[src/rtl/pwm3_pkg.sv]
package pwm3_pkg;

  typedef enum logic [3:0] {
    A_PERIOD  = 4'd0,
    A_DEAD    = 4'd1,
    A_MINPW   = 4'd2,
    A_DUTY_A  = 4'd3,
    A_DUTY_B  = 4'd4,
    A_DUTY_C  = 4'd5,
    A_OUTEN   = 4'd6,
    A_SWAP    = 4'd7,
    A_CHOP    = 4'd8,
    A_MODE    = 4'd9,
    A_TRIPCLR = 4'd10
  } reg_addr_e;

  localparam int NPH = 3;

endpackage

[src/rtl/pwm3_regs.sv]
module pwm3_regs
  import pwm3_pkg::*;
#(
  parameter int CW         = 16,
  parameter int CHW        = 8,
  parameter int RST_PERIOD = 100
) (
  input  logic                    clk,
  input  logic                    rst,
  input  logic                    wr_en,
  input  logic [3:0]              wr_addr,
  input  logic [CW-1:0]           wr_data,
  output logic [CW-1:0]           per_sh,
  output logic [CW-1:0]           dt_sh,
  output logic [CW-1:0]           mpw_sh,
  output logic [NPH-1:0][CW-1:0]  duty_sh,
  output logic [2*NPH-1:0]        en,
  output logic [NPH-1:0]          swap,
  output logic [CHW-1:0]          chop_div,
  output logic                    chop_hi,
  output logic                    chop_lo,
  output logic                    dbl,
  output logic                    trip_clr
);

  always_ff @(posedge clk) begin
    if (rst) begin
      per_sh   <= CW'(RST_PERIOD);
      dt_sh    <= '0;
      mpw_sh   <= '0;
      en       <= '0;
      swap     <= '0;
      chop_div <= '0;
      chop_hi  <= 1'b0;
      chop_lo  <= 1'b0;
      dbl      <= 1'b0;
    end else if (wr_en) begin
      case (wr_addr)
        A_PERIOD: per_sh <= wr_data;
        A_DEAD:   dt_sh  <= wr_data;
        A_MINPW:  mpw_sh <= wr_data;
        A_OUTEN:  en     <= wr_data[2*NPH-1:0];
        A_SWAP:   swap   <= wr_data[NPH-1:0];
        A_CHOP: begin
          chop_div <= wr_data[CHW-1:0];
          chop_hi  <= wr_data[CHW];
          chop_lo  <= wr_data[CHW+1];
        end
        A_MODE:   dbl    <= wr_data[0];
        default: ;
      endcase
    end
  end

  for (genvar g = 0; g < NPH; g++) begin : g_duty
    always_ff @(posedge clk) begin
      if (rst) duty_sh[g] <= '0;
      else if (wr_en && (wr_addr == 4'(int'(A_DUTY_A) + g))) duty_sh[g] <= wr_data;
    end
  end

  assign trip_clr = wr_en && (wr_addr == A_TRIPCLR) && wr_data[0];

endmodule

[src/rtl/pwm3_timebase.sv]
module pwm3_timebase #(
  parameter int CW  = 16,
  parameter int CHW = 8
) (
  input  logic           clk,
  input  logic           rst,
  input  logic [CW-1:0]  per_sh,
  input  logic [CW-1:0]  dt_sh,
  input  logic [CW-1:0]  mpw_sh,
  input  logic [CHW-1:0] chop_div,
  output logic [CW-1:0]  ctr,
  output logic           up,
  output logic [CW-1:0]  pact,
  output logic [CW-1:0]  dt_act,
  output logic [CW-1:0]  mpw_act,
  output logic           start_evt,
  output logic           mid_evt,
  output logic           first_cyc,
  output logic           carrier
);

  localparam logic [CW-1:0]  ONE  = CW'(1);
  localparam logic [CHW-1:0] ONEC = CHW'(1);

  logic [CHW-1:0] chop_cnt;

  assign start_evt = !up && (ctr == '0);
  assign mid_evt   = up && (ctr == pact - ONE);
  assign first_cyc = up && (ctr == '0);

  // Triangle counter: 0 .. P-1 rising, then P-1 .. 0 falling.
  always_ff @(posedge clk) begin
    if (rst) begin
      ctr     <= '0;
      up      <= 1'b0;
      pact    <= ONE;
      dt_act  <= '0;
      mpw_act <= '0;
    end else if (start_evt) begin
      up      <= 1'b1;
      pact    <= (per_sh == '0) ? ONE : per_sh;
      dt_act  <= dt_sh;
      mpw_act <= mpw_sh;
    end else if (mid_evt) begin
      up <= 1'b0;
    end else if (up) begin
      ctr <= ctr + ONE;
    end else begin
      ctr <= ctr - ONE;
    end
  end

  // Chopping carrier, phase-locked to the period start.
  always_ff @(posedge clk) begin
    if (rst) begin
      chop_cnt <= '0;
      carrier  <= 1'b1;
    end else if (start_evt) begin
      chop_cnt <= '0;
      carrier  <= 1'b1;
    end else if (chop_cnt == chop_div) begin
      chop_cnt <= '0;
      carrier  <= ~carrier;
    end else begin
      chop_cnt <= chop_cnt + ONEC;
    end
  end

  p_ctr_range_r1: assert property (@(posedge clk) disable iff (rst)
    ctr < pact);

  p_sync_single_r1: assert property (@(posedge clk) disable iff (rst)
    start_evt |=> !start_evt);

  p_mid_turn_r6: assert property (@(posedge clk) disable iff (rst)
    mid_evt |=> (!up && ctr == $past(ctr)));

endmodule

[src/rtl/pwm3_phase.sv]
module pwm3_phase #(
  parameter int CW = 16
) (
  input  logic          clk,
  input  logic          rst,
  input  logic [CW-1:0] duty_sh,
  input  logic          load,
  input  logic [CW-1:0] ctr,
  input  logic          up,
  input  logic [CW-1:0] pact,
  input  logic [CW-1:0] dt,
  input  logic [CW-1:0] mpw,
  output logic          hi,
  output logic          lo
);

  localparam int XW = CW + 3;

  logic [CW-1:0] dact, d;
  logic [XW-1:0] cx, tx, dtx, mpx, d2, t2;
  logic          hi_raw, lo_raw, kill_hi, kill_lo;

  always_ff @(posedge clk) begin
    if (rst)       dact <= '0;
    else if (load) dact <= duty_sh;
  end

  always_comb begin
    d   = (dact > pact) ? pact : dact;
    cx  = XW'(ctr);
    tx  = XW'(pact) - XW'(d);
    dtx = XW'(dt);
    mpx = XW'(mpw);
    d2  = XW'(d) << 1;
    t2  = tx << 1;
    kill_hi = $signed(d2 - dtx) < $signed(mpx);
    kill_lo = $signed(t2 - dtx) < $signed(mpx);
    if (up) begin
      hi_raw = cx >= (tx + dtx);
      lo_raw = cx < tx;
    end else begin
      hi_raw = cx >= tx;
      lo_raw = (cx + dtx) < tx;
    end
    hi = hi_raw & ~kill_hi;
    lo = lo_raw & ~kill_lo;
  end

  p_pair_excl_r3: assert property (@(posedge clk) disable iff (rst)
    !(hi && lo));

endmodule

[src/rtl/pwm3_trip.sv]
module pwm3_trip (
  input  logic clk,
  input  logic rst,
  input  logic trip_n,
  input  logic clr,
  output logic trip_lat,
  output logic off
);

  logic s1, s2;

  always_ff @(posedge clk) begin
    if (rst) begin
      s1       <= 1'b1;
      s2       <= 1'b1;
      trip_lat <= 1'b0;
    end else begin
      s1 <= trip_n;
      s2 <= s1;
      if (!s2)      trip_lat <= 1'b1;
      else if (clr) trip_lat <= 1'b0;
    end
  end

  // Raw pin gates the drives with no clock in the path.
  assign off = trip_lat | ~trip_n;

  p_trip_set_r10: assert property (@(posedge clk) disable iff (rst)
    !s2 |=> trip_lat);

  p_clear_blocked_r11: assert property (@(posedge clk) disable iff (rst)
    (trip_lat && !s2) |=> trip_lat);

endmodule

[src/rtl/pwm3_gen.sv]
module pwm3_gen
  import pwm3_pkg::*;
#(
  parameter int CW         = 16,
  parameter int CHW        = 8,
  parameter int RST_PERIOD = 100
) (
  input  logic          clk,
  input  logic          rst,
  input  logic          wr_en,
  input  logic [3:0]    wr_addr,
  input  logic [CW-1:0] wr_data,
  input  logic          trip_n,
  output logic [2:0]    pwm_hi,
  output logic [2:0]    pwm_lo,
  output logic          sync_irq,
  output logic          trip_irq
);

  logic [CW-1:0]          per_sh, dt_sh, mpw_sh, ctr, pact, dt_act, mpw_act;
  logic [NPH-1:0][CW-1:0] duty_sh;
  logic [2*NPH-1:0]       en;
  logic [NPH-1:0]         swap, ph_hi, ph_lo, mix_hi, mix_lo, hi_q, lo_q;
  logic [CHW-1:0]         chop_div;
  logic chop_hi, chop_lo, dbl, trip_clr, up, start_evt, mid_evt, first_cyc;
  logic carrier, duty_load, trip_lat, off, sync_q;

  pwm3_regs #(.CW(CW), .CHW(CHW), .RST_PERIOD(RST_PERIOD)) u_regs (
    .clk, .rst, .wr_en, .wr_addr, .wr_data,
    .per_sh, .dt_sh, .mpw_sh, .duty_sh, .en, .swap,
    .chop_div, .chop_hi, .chop_lo, .dbl, .trip_clr
  );

  pwm3_timebase #(.CW(CW), .CHW(CHW)) u_tb (
    .clk, .rst, .per_sh, .dt_sh, .mpw_sh, .chop_div,
    .ctr, .up, .pact, .dt_act, .mpw_act,
    .start_evt, .mid_evt, .first_cyc, .carrier
  );

  assign duty_load = start_evt | (mid_evt & dbl);

  for (genvar g = 0; g < NPH; g++) begin : g_phase
    pwm3_phase #(.CW(CW)) u_ph (
      .clk, .rst, .duty_sh(duty_sh[g]), .load(duty_load),
      .ctr, .up, .pact, .dt(dt_act), .mpw(mpw_act),
      .hi(ph_hi[g]), .lo(ph_lo[g])
    );

    logic sw_hi, sw_lo;
    assign sw_hi     = swap[g] ? ph_lo[g] : ph_hi[g];
    assign sw_lo     = swap[g] ? ph_hi[g] : ph_lo[g];
    assign mix_hi[g] = sw_hi & (carrier | ~chop_hi) & en[g];
    assign mix_lo[g] = sw_lo & (carrier | ~chop_lo) & en[NPH+g];
  end

  pwm3_trip u_trip (
    .clk, .rst, .trip_n, .clr(trip_clr), .trip_lat, .off
  );

  always_ff @(posedge clk) begin
    if (rst) begin
      hi_q   <= '0;
      lo_q   <= '0;
      sync_q <= 1'b0;
    end else begin
      hi_q   <= mix_hi;
      lo_q   <= mix_lo;
      sync_q <= first_cyc;
    end
  end

  assign pwm_hi   = hi_q & {NPH{~off}};
  assign pwm_lo   = lo_q & {NPH{~off}};
  assign sync_irq = sync_q;
  assign trip_irq = trip_lat;

  p_no_overlap_r3: assert property (@(posedge clk) disable iff (rst)
    (pwm_hi & pwm_lo) == '0);

  p_disabled_low_r7: assert property (@(posedge clk) disable iff (rst)
    ((hi_q & ~$past(en[NPH-1:0])) | (lo_q & ~$past(en[2*NPH-1:NPH]))) == '0);

endmodule

[config.mk]
export PLATFORM = sky130hd
export DESIGN_NAME = pwm3_gen
export DESIGN_NICKNAME = d
export VERILOG_FILES = /design/src/rtl/pwm3_pkg.sv /design/src/rtl/pwm3_regs.sv /design/src/rtl/pwm3_timebase.sv /design/src/rtl/pwm3_phase.sv /design/src/rtl/pwm3_trip.sv /design/src/rtl/pwm3_gen.sv
export SDC_FILE = /design/constraint.sdc
export NUM_CORES = 1
export LEC_CHECK = 0
export BUFFER_PORTS_ARGS = -buffer_cell sky130_fd_sc_hd__buf_2
export CAP_MARGIN = 5
export CORE_AREA = 2 2 299 301
export CTS_CLUSTER_SIZE = 10
export DETAILED_ROUTE_END_ITERATION = 6
export DIE_AREA = 0 0 301 303
export GPL_TIMING_DRIVEN = 1
export SETUP_SLACK_MARGIN = 0.05
export SLEW_MARGIN = 20
export SYNTH_ARGS = -nofsm -noshare
export SYNTH_HDL_FRONTEND = slang
export SYNTH_SLANG_ARGS = --single-unit
[constraint.sdc]
create_clock -name clk -period 8.9 [get_ports clk]
set_input_delay 0.445 -clock clk [delete_from_list [all_inputs] [get_ports clk]]
set_output_delay 0.445 -clock clk [all_outputs]
set_load 0.03 [all_outputs]
==> impl_metrics.csv, run 1 <==
group,metric,value,unit
outcome,outcome,"finished, final reports clean",
clock_tree,post_cts_buffers,0,
clock_tree,clockBufferDepth,3,
power_and_ir_drop,p_per_area,235,mW/mm2
routing,drtIter0Drc,1883,
clock_tree,cts.sinks,248,
timing,rsz0062_at_grt,"false",
power_and_ir_drop,p_clk_share,17.5,%
worst_setup_path,worst_r2r_endpoint,"lo_q[2]$_SDFF_PP0_",
logic_synthesis,synth_top_area_share,23.9,%
floorplanning,num_io_pins,32,
worst_setup_path,worstSetupPathType,"reg -> reg",
layout,final_util,32.6,%
timing,whs,0.0448,ns
logic_synthesis,synth_cell_type_count,74,
placed_design,gp_congestion,0.975,
worst_setup_path,endpoint,"lo_q[2]$_SDFF_PP0_",
power_and_ir_drop,p_seq_share,19.0,%
timing,post-route-min-period,8.37,ns
global_routing,grt.total_usage,19.4,%
job,drv_cap,0,
logic_synthesis,synth_edf_count,0,
power_and_ir_drop,combPwrFrac,63.4,%
logic_synthesis,syn_inst,3351,
routing,viasPerCell,5.43,
layout,layout.nets,3915,
logic_synthesis,synth.area.top_cells,"ha_1 (24%), dfxtp_1 (19%), a21oi_1 (7.3%)",
clock_tree,cts_buffers,31,
worst_setup_path,crit_path_max_incr_delay,0.63,ns
timing,fmax,0.119,GHz
clock_tree,root_buffer,"clkbuf_16",
routing,ant_nets,0,
power_and_ir_drop,swShare,45.8,%
logic_synthesis,synth_ff_type,"dfxtp_1",
global_routing,grt_pass1_wl,137,mm
clock_tree,cts_resized,0,
timing,final-max-slew-violation-count,0,
worst_setup_path,endpoint_kind,"register",
logic_synthesis,synthesis.nets,3889,
routing,wl_per_cell,20.0,um
clock_tree,clk_pin_slew,0.05,ns
logic_synthesis,synth_common_cells,"ha_1 (500), nand2_1 (417), a21oi_1 (380)",
worst_setup_path,startpoint_type,"register",
power_and_ir_drop,p_int,0.00365,W
logic_synthesis,yosysWarnings,0,
logic_synthesis,synth-seq-area-share,19.0,%
clock_tree,hold_buffers,0,
worst_setup_path,worstSetupStartpoint,"u_tb.pact[1]$_SDFFE_PP0P_",
routing,dr.pass1.iters,5,
floorplanning,die-area,0.0912,mm2
layout,n_antenna_cell,0,
global_routing,gr-total-overflow,0,
placed_design,hpwl,73.1,mm
timing,tightest_slew,1.11,ns
floorplanning,core,0.0880,mm2
worst_setup_path,required,9.38,ns
worst_setup_path,cp.arrival,8.85,ns
logic_synthesis,yosysMostFrequentCell,"ha_1",
timing,final.period_utilization,94.1,%
power_and_ir_drop,p_leak,12.8,nW
floorplanning,initial_core_util,29.7,%
logic_synthesis,synth-async-reset-ratio,0,%
layout,syn_to_final_growth,9.82,%
placed_design,numPortBuffers,31,
logic_synthesis,synth_seq_cells,248,
worst_setup_path,r2r_cells,34,
clock_tree,insertion_delay,0.60,ns
timing,tns,0,ns
routing,num_vias,24718,
floorplanning,dieHeight,303,um
routing,drc,0,
global_routing,grt_pass1_vias,23437,
global_routing,antenna_found_initial,2,
logic_synthesis,syn-cell-area,0.0261,mm2
timing,slew_headroom,25.8,%
timing,skew,0.0233,ns
worst_setup_path,cp_max_fo,21,
timing,finalHoldViolations,0,
power_and_ir_drop,p_sw,0.00309,W
hold_path,hp-class,"in -> reg",
routing,routed_wl,90.9,mm
logic_synthesis,yosys.area.top_type,"ha_1",
global_routing,grt_max_degree,98,
clock_tree,cts_htree_levels,1,
clock_tree,cts_tree,"yes",
layout,drive_above_1_share,4.81,%
worst_setup_path,reg2reg_from,"u_tb.pact[1]$_SDFFE_PP0P_",
worst_setup_path,reg2reg_slack,0.53,ns
layout,fillers,9372,
floorplanning,rows,109,
power_and_ir_drop,ir_worst_vdd,0.000158,V
worst_setup_path,cp_slowest_cell,"o41ai_1",
timing,setup_viol_count_final,0,
logic_synthesis,avgSynthCellArea,7.80,um2
floorplanning,die_w,301,um
[area by class of cell]
type                            instances  area (um2)  area share, %
Multi-Input combinational cell       2816       20100           70.1
Sequential cell                       248        4960           17.3
Tap cell                             1165        1460           5.08
Clock buffer                           35         801           2.79
Inverter                              201         754           2.63
Timing Repair Buffer                   79         522           1.82
Clock inverter                          7        95.1          0.331
[cell usage in the layout, fill, tap and decap left out, drive strengths merged, types with 15 or more instances in the layout]
cell type	n
nand2b	33
nand3	71
nor3	49
o21ai	128
or3	19
inv	203
o211ai	22
and3	31
nand4	40
nor2b	43
xnor2	124
a21o	144
nand2	417
buf	79
dfxtp	248
nor2	267
o31ai	16
a21oi	380
or2	15
clkbuf	35
mux2i	83
a31oi	21
nor4	23
a211oi	30
and2	16
o21bai	16
o21a	53
o31a	15
xor2	83
ha	500
[critical path, delay by kind of cell, from the launching register on]
family	cells	cell delay (ns)
DFF	1	0.60
and+or+nand+nor	8	0.89
buffers and inverters	4	0.75
AOI/OAI and AO/OA	16	4.20
adders and majority gates	4	1.26
xor gates and xnor gates	2	0.55
[cells by family after synthesis]
group / count (synthesis) / synth area share [%]
and+or+nand+nor: 1062 / 18.7
AOI/OAI and AO/OA: 949 / 22.9
adders and majority gates: 514 / 25.0
buffers and inverters: 287 / 4.25
DFF: 248 / 19.0
xor gates and xnor gates: 207 / 6.93
muxes: 84 / 3.22
[worst min path at each step]
stage / start / endpoint / slack (ns) / depth (start not counted)
after floorplan: u_trip.s2$_SDFF_PP1_ / u_trip.trip_lat$_SDFFE_PP0P_ / 0.38 / 1
after global placement: u_trip.s1$_SDFF_PP1_ / u_trip.s2$_SDFF_PP1_ / 0.39 / 1
after detailed placement: u_trip.s1$_SDFF_PP1_ / u_trip.s2$_SDFF_PP1_ / 0.40 / 1
after CTS: trip_n / u_trip.s1$_SDFF_PP1_ / 0.02 / 2
after global routing: trip_n / u_trip.s1$_SDFF_PP1_ / 0.04 / 2
final: trip_n / u_trip.s1$_SDFF_PP1_ / 0.04 / 2
[power by group through the flow]
| stage | combinational [W] | sequential [W] | clock (W) |
|---|---|---|---|
| after floorplan | 0.00304 | 0.00126 | 0 |
| after global placement | 0.00416 | 0.00130 | 0 |
| after detailed placement | 0.00419 | 0.00130 | 0 |
| after CTS | 0.00422 | 0.00128 | 0.00122 |
| after global routing | 0.00474 | 0.00129 | 0.00125 |
| final | 0.00428 | 0.00128 | 0.00118 |
[routing by layer]
| layer | wire length [um] | GRT usage (%) | vias up | share of wire (%) |
|---|---|---|---|---|
| li1 | - | - | 12117 | - |
| met1 | 41700 | 26.6 | 11702 | 46 |
| met2 | 39100 | 30.5 | 740 | 43 |
| met3 | 6230 | 3.10 | 159 | 6.9 |
| met4 | 3830 | 7.62 | 0 | 4.2 |
| met5 | 0 | 0 | - | 0 |
[stage by stage]
| step | setup slack [ns] | power, W | instance area (um2) | instances |
|---|---|---|---|---|
| CTS | 0.337 | 0.00671 | 28700 | 4551 |
| global placement | 0.367 | 0.00546 | 27800 | 4509 |
| finish | 0.528 | 0.00674 | 28700 | 4551 |
| detailed placement | 0.349 | 0.00549 | 27800 | 4509 |
| global route | 0.0885 | 0.00728 | 28700 | 4551 |
| floorplan | 1.96 | 0.00430 | 26100 | 3351 |
[state kept, by name, summed over array words and instances (netlist names), 16 cells and up]
signal,count
g_phase.u_ph.dact,48
u_regs.duty_sh,48
u_regs.dt_sh,16
u_regs.mpw_sh,16
u_regs.per_sh,16
u_tb.ctr,16
u_tb.dt_act,16
u_tb.mpw_act,16
u_tb.pact,16
Note: power is estimated with default switching activity, not from simulation.
==> inputs of run 2 (changes only) <==
Settings changed: CORE_AREA 2 2 299 301 to 2 2 277 279, DIE_AREA 0 0 301 303 to 0 0 279 281, SYNTH_HIERARCHICAL from default to 1.
Clock period 8.9 ns to 8.5 ns, I/O delays scaled along.
==> impl_metrics.csv, run 2 <==
group,metric,value,unit
placed_design,numPortBuffers,31,
timing,final-max-slew-violation-count,0,
placed_design,hpwl,68.5,mm
logic_synthesis,synth_edf_count,0,
timing,skew,0.0587,ns
power_and_ir_drop,p_clk_share,16.4,%
layout,layout.nets,4083,
logic_synthesis,synth_cell_type_count,105,
timing,tightest_slew,0.999,ns
floorplanning,initial_core_util,37.6,%
power_and_ir_drop,combPwrFrac,65.9,%
worst_setup_path,worst_r2r_endpoint,"hi_q[0]$_SDFF_PP0_",
logic_synthesis,synth.area.top_cells,"ha_1 (23%), dfxtp_1 (17%), mux2i_1 (6.5%)",
floorplanning,rows,101,
logic_synthesis,synth_top_area_share,23.4,%
global_routing,grt_max_degree,103,
timing,fmax,0.127,GHz
routing,routed_wl,90.0,mm
worst_setup_path,worstSetupPathType,"reg -> reg",
clock_tree,cts_tree,"yes",
worst_setup_path,r2r_cells,35,
clock_tree,cts_buffers,30,
layout,syn_to_final_growth,8.40,%
logic_synthesis,synth-async-reset-ratio,0,%
worst_setup_path,reg2reg_from,"u_tb/pact[1]$_SDFFE_PP0P_",
outcome,outcome,"finished, final reports clean",
floorplanning,num_io_pins,32,
power_and_ir_drop,p_leak,13.6,nW
worst_setup_path,endpoint_kind,"register",
clock_tree,clk_pin_slew,0.06,ns
hold_path,holdPathStages,2,
placed_design,pre_cts_ws,0.578,ns
routing,dr.pass1.iters,6,
worst_setup_path,startpoint_type,"register",
logic_synthesis,yosysWarnings,6,
timing,setup_viol_count_final,0,
power_and_ir_drop,ir_worst_vdd,0.000162,V
job,drv_cap,0,
logic_synthesis,avgSynthCellArea,8.21,um2
placed_design,gp_congestion,0.959,
hold_path,holdPathEnd,"u_trip/s1$_SDFF_PP1_",
logic_synthesis,synth_common_cells,"ha_1 (532), inv_1 (304), a21oi_1 (251)",
timing,finalHoldViolations,0,
power_and_ir_drop,p_per_area,232,mW/mm2
layout,fillers,7517,
clock_tree,post_cts_buffers,0,
global_routing,grt_pass1_vias,23303,
power_and_ir_drop,power,0.00715,W
hold_path,min_from,"trip_n",
worst_setup_path,worstSetupStartpoint,"u_tb/pact[1]$_SDFFE_PP0P_",
power_and_ir_drop,p_sw,0.00318,W
clock_tree,clockBufferDepth,3,
power_and_ir_drop,swShare,44.4,%
timing,tns,0,ns
layout,multi_input_area,0.0220,mm2
logic_synthesis,synth_ff_type,"dfxtp_1",
clock_tree,hold_buffers,0,
routing,viasPerCell,5.60,
layout,drive_above_1_share,6.54,%
logic_synthesis,synth-seq-area-share,17.5,%
hold_path,hp-class,"in -> reg",
clock_tree,root_buffer,"clkbuf_16",
routing,drtIter0Drc,1678,
routing,ant_nets,0,
logic_synthesis,yosys.area.top_type,"ha_1",
timing,rsz0062_at_grt,"false",
logic_synthesis,yosysMostFrequentCell,"ha_1",
layout,layout_commonest_cell,"ha_1",
logic_synthesis,syn_inst,3460,
timing,final.period_utilization,92.9,%
global_routing,gr-total-overflow,0,
layout,final_util,40.8,%
global_routing,grt.total_usage,22.5,%
worst_setup_path,cp_max_fo,6,
worst_setup_path,reg2reg_slack,0.61,ns
timing,post-route-min-period,7.89,ns
worst_setup_path,required,9.00,ns
routing,drc,0,
timing,slew_headroom,33.3,%
logic_synthesis,syn-cell-area,0.0284,mm2
floorplanning,die-area,0.0784,mm2
logic_synthesis,synthesis.nets,4032,
clock_tree,cts_resized,0,
worst_setup_path,cp_slowest_cell,"a221oi_2",
timing,finalWorstSetupSlack,0.608,ns
routing,wl_per_cell,20.0,um
floorplanning,die_w,279,um
floorplanning,core,0.0754,mm2
routing,num_vias,25184,
clock_tree,cts.sinks,248,
global_routing,antenna_found_initial,4,
worst_setup_path,cp.arrival,8.39,ns
worst_setup_path,crit_path_max_incr_delay,0.54,ns
layout,n_antenna_cell,0,
layout,final_cell_mix,"ha_1 (532), inv_1 (304), a21oi_1 (251)",
logic_synthesis,synth_seq_cells,248,
global_routing,grt_pass1_wl,137,mm
power_and_ir_drop,p_int,0.00397,W
floorplanning,dieHeight,281,um
power_and_ir_drop,p_seq_share,17.7,%
layout,regArea,0.00496,mm2
clock_tree,insertion_delay,0.61,ns
layout,top_regs,"g_phase.u_ph/dact (48), u_regs/duty_sh (48)",
clock_tree,cts_htree_levels,1,
==> run 2: cell types whose count changed in the layout (fill, tap and decap cells not counted), sizes merged, moves of 16 or more <==
| cell | before | now |
|---|---|---|
| mux2 | 1 | 42 |
| nand2b | 33 | 177 |
| nor2 | 267 | 228 |
| a21o | 144 | 83 |
| nand2 | 417 | 222 |
| xnor2 | 124 | 150 |
| ha | 500 | 532 |
| a21oi | 380 | 255 |
| nor3 | 49 | 65 |
| inv | 203 | 312 |
| o21a | 53 | 74 |
| o21ai | 128 | 153 |
| mux2i | 83 | 185 |
==> run 2: stage by stage <==
step                      cells  area (um2)  hold slack (ns)
after floorplan            3460       28400            0.383
after global placement     4457       29900            0.391
after detailed placement   4457       29900            0.395
after CTS                  4495       30800          0.00355
after global routing       4495       30800           0.0118
final                      4495       30800           0.0202
==> run 2: routing by layer <==
layer / global-route usage, % / wire length (um) / vias up
met5: 0 / 26 / -
met4: 5.45 / 2320 / 4
met3: 3.22 / 6010 / 104
met2: 35.2 / 37900 / 666
met1: 32.4 / 43800 / 11880
li1: - / - / 12530
==> run 2: critical path: cells and delay by family (launching register included) <==
family | cells | cell delay, ns
AOI/OAI and AO/OA | 13 | 3.27
xor gates and xnor gates | 2 | 0.38
adders and majority gates | 5 | 1.45
buffers and inverters | 2 | 0.14
DFF | 1 | 0.33
muxes | 2 | 0.58
and+or+nand+nor | 11 | 1.66
==> run 2: cell families (layout without fill, tap and decap cells) <==
kind of cell	Yosys count	count (layout)	synth area share (%)
muxes	227	227	8.19
buffers and inverters	384	441	5.30
DFF	248	248	17.5
and+or+nand+nor	982	982	17.6
AOI/OAI and AO/OA	836	836	19.6
xor gates and xnor gates	233	233	7.19
adders and majority gates	550	550	24.6
==> run 2: cell type report <==
| cell class | instances | share of cell area (%) |
|---|---|---|
| Inverter | 313 | 3.82 |
| Timing Repair Buffer | 90 | 1.96 |
| Sequential cell | 248 | 16.1 |
| Tap cell | 978 | 3.97 |
| Clock inverter | 4 | 0.252 |
| Multi-Input combinational cell | 2828 | 71.3 |
| Clock buffer | 34 | 2.55 |
==> run 2: power groups by stage <==
stage / combinational [W] / clock (W) / sequential (W)
final: 0.00471 / 0.00117 / 0.00127
after floorplan: 0.00347 / 0 / 0.00134
after global placement: 0.00459 / 0 / 0.00129
after global routing: 0.00530 / 0.00124 / 0.00127
after CTS: 0.00465 / 0.00119 / 0.00127
after detailed placement: 0.00462 / 0 / 0.00129
==> run 2: worst max-delay path by stage <==
stage	cells after the start	to
global route	35	lo_q[2]$_SDFF_PP0_
detailed placement	35	lo_q[2]$_SDFF_PP0_
CTS	35	lo_q[2]$_SDFF_PP0_
finish	35	hi_q[0]$_SDFF_PP0_
global placement	32	hi_q[2]$_SDFF_PP0_
floorplan	35	hi_q[0]$_SDFF_PP0_
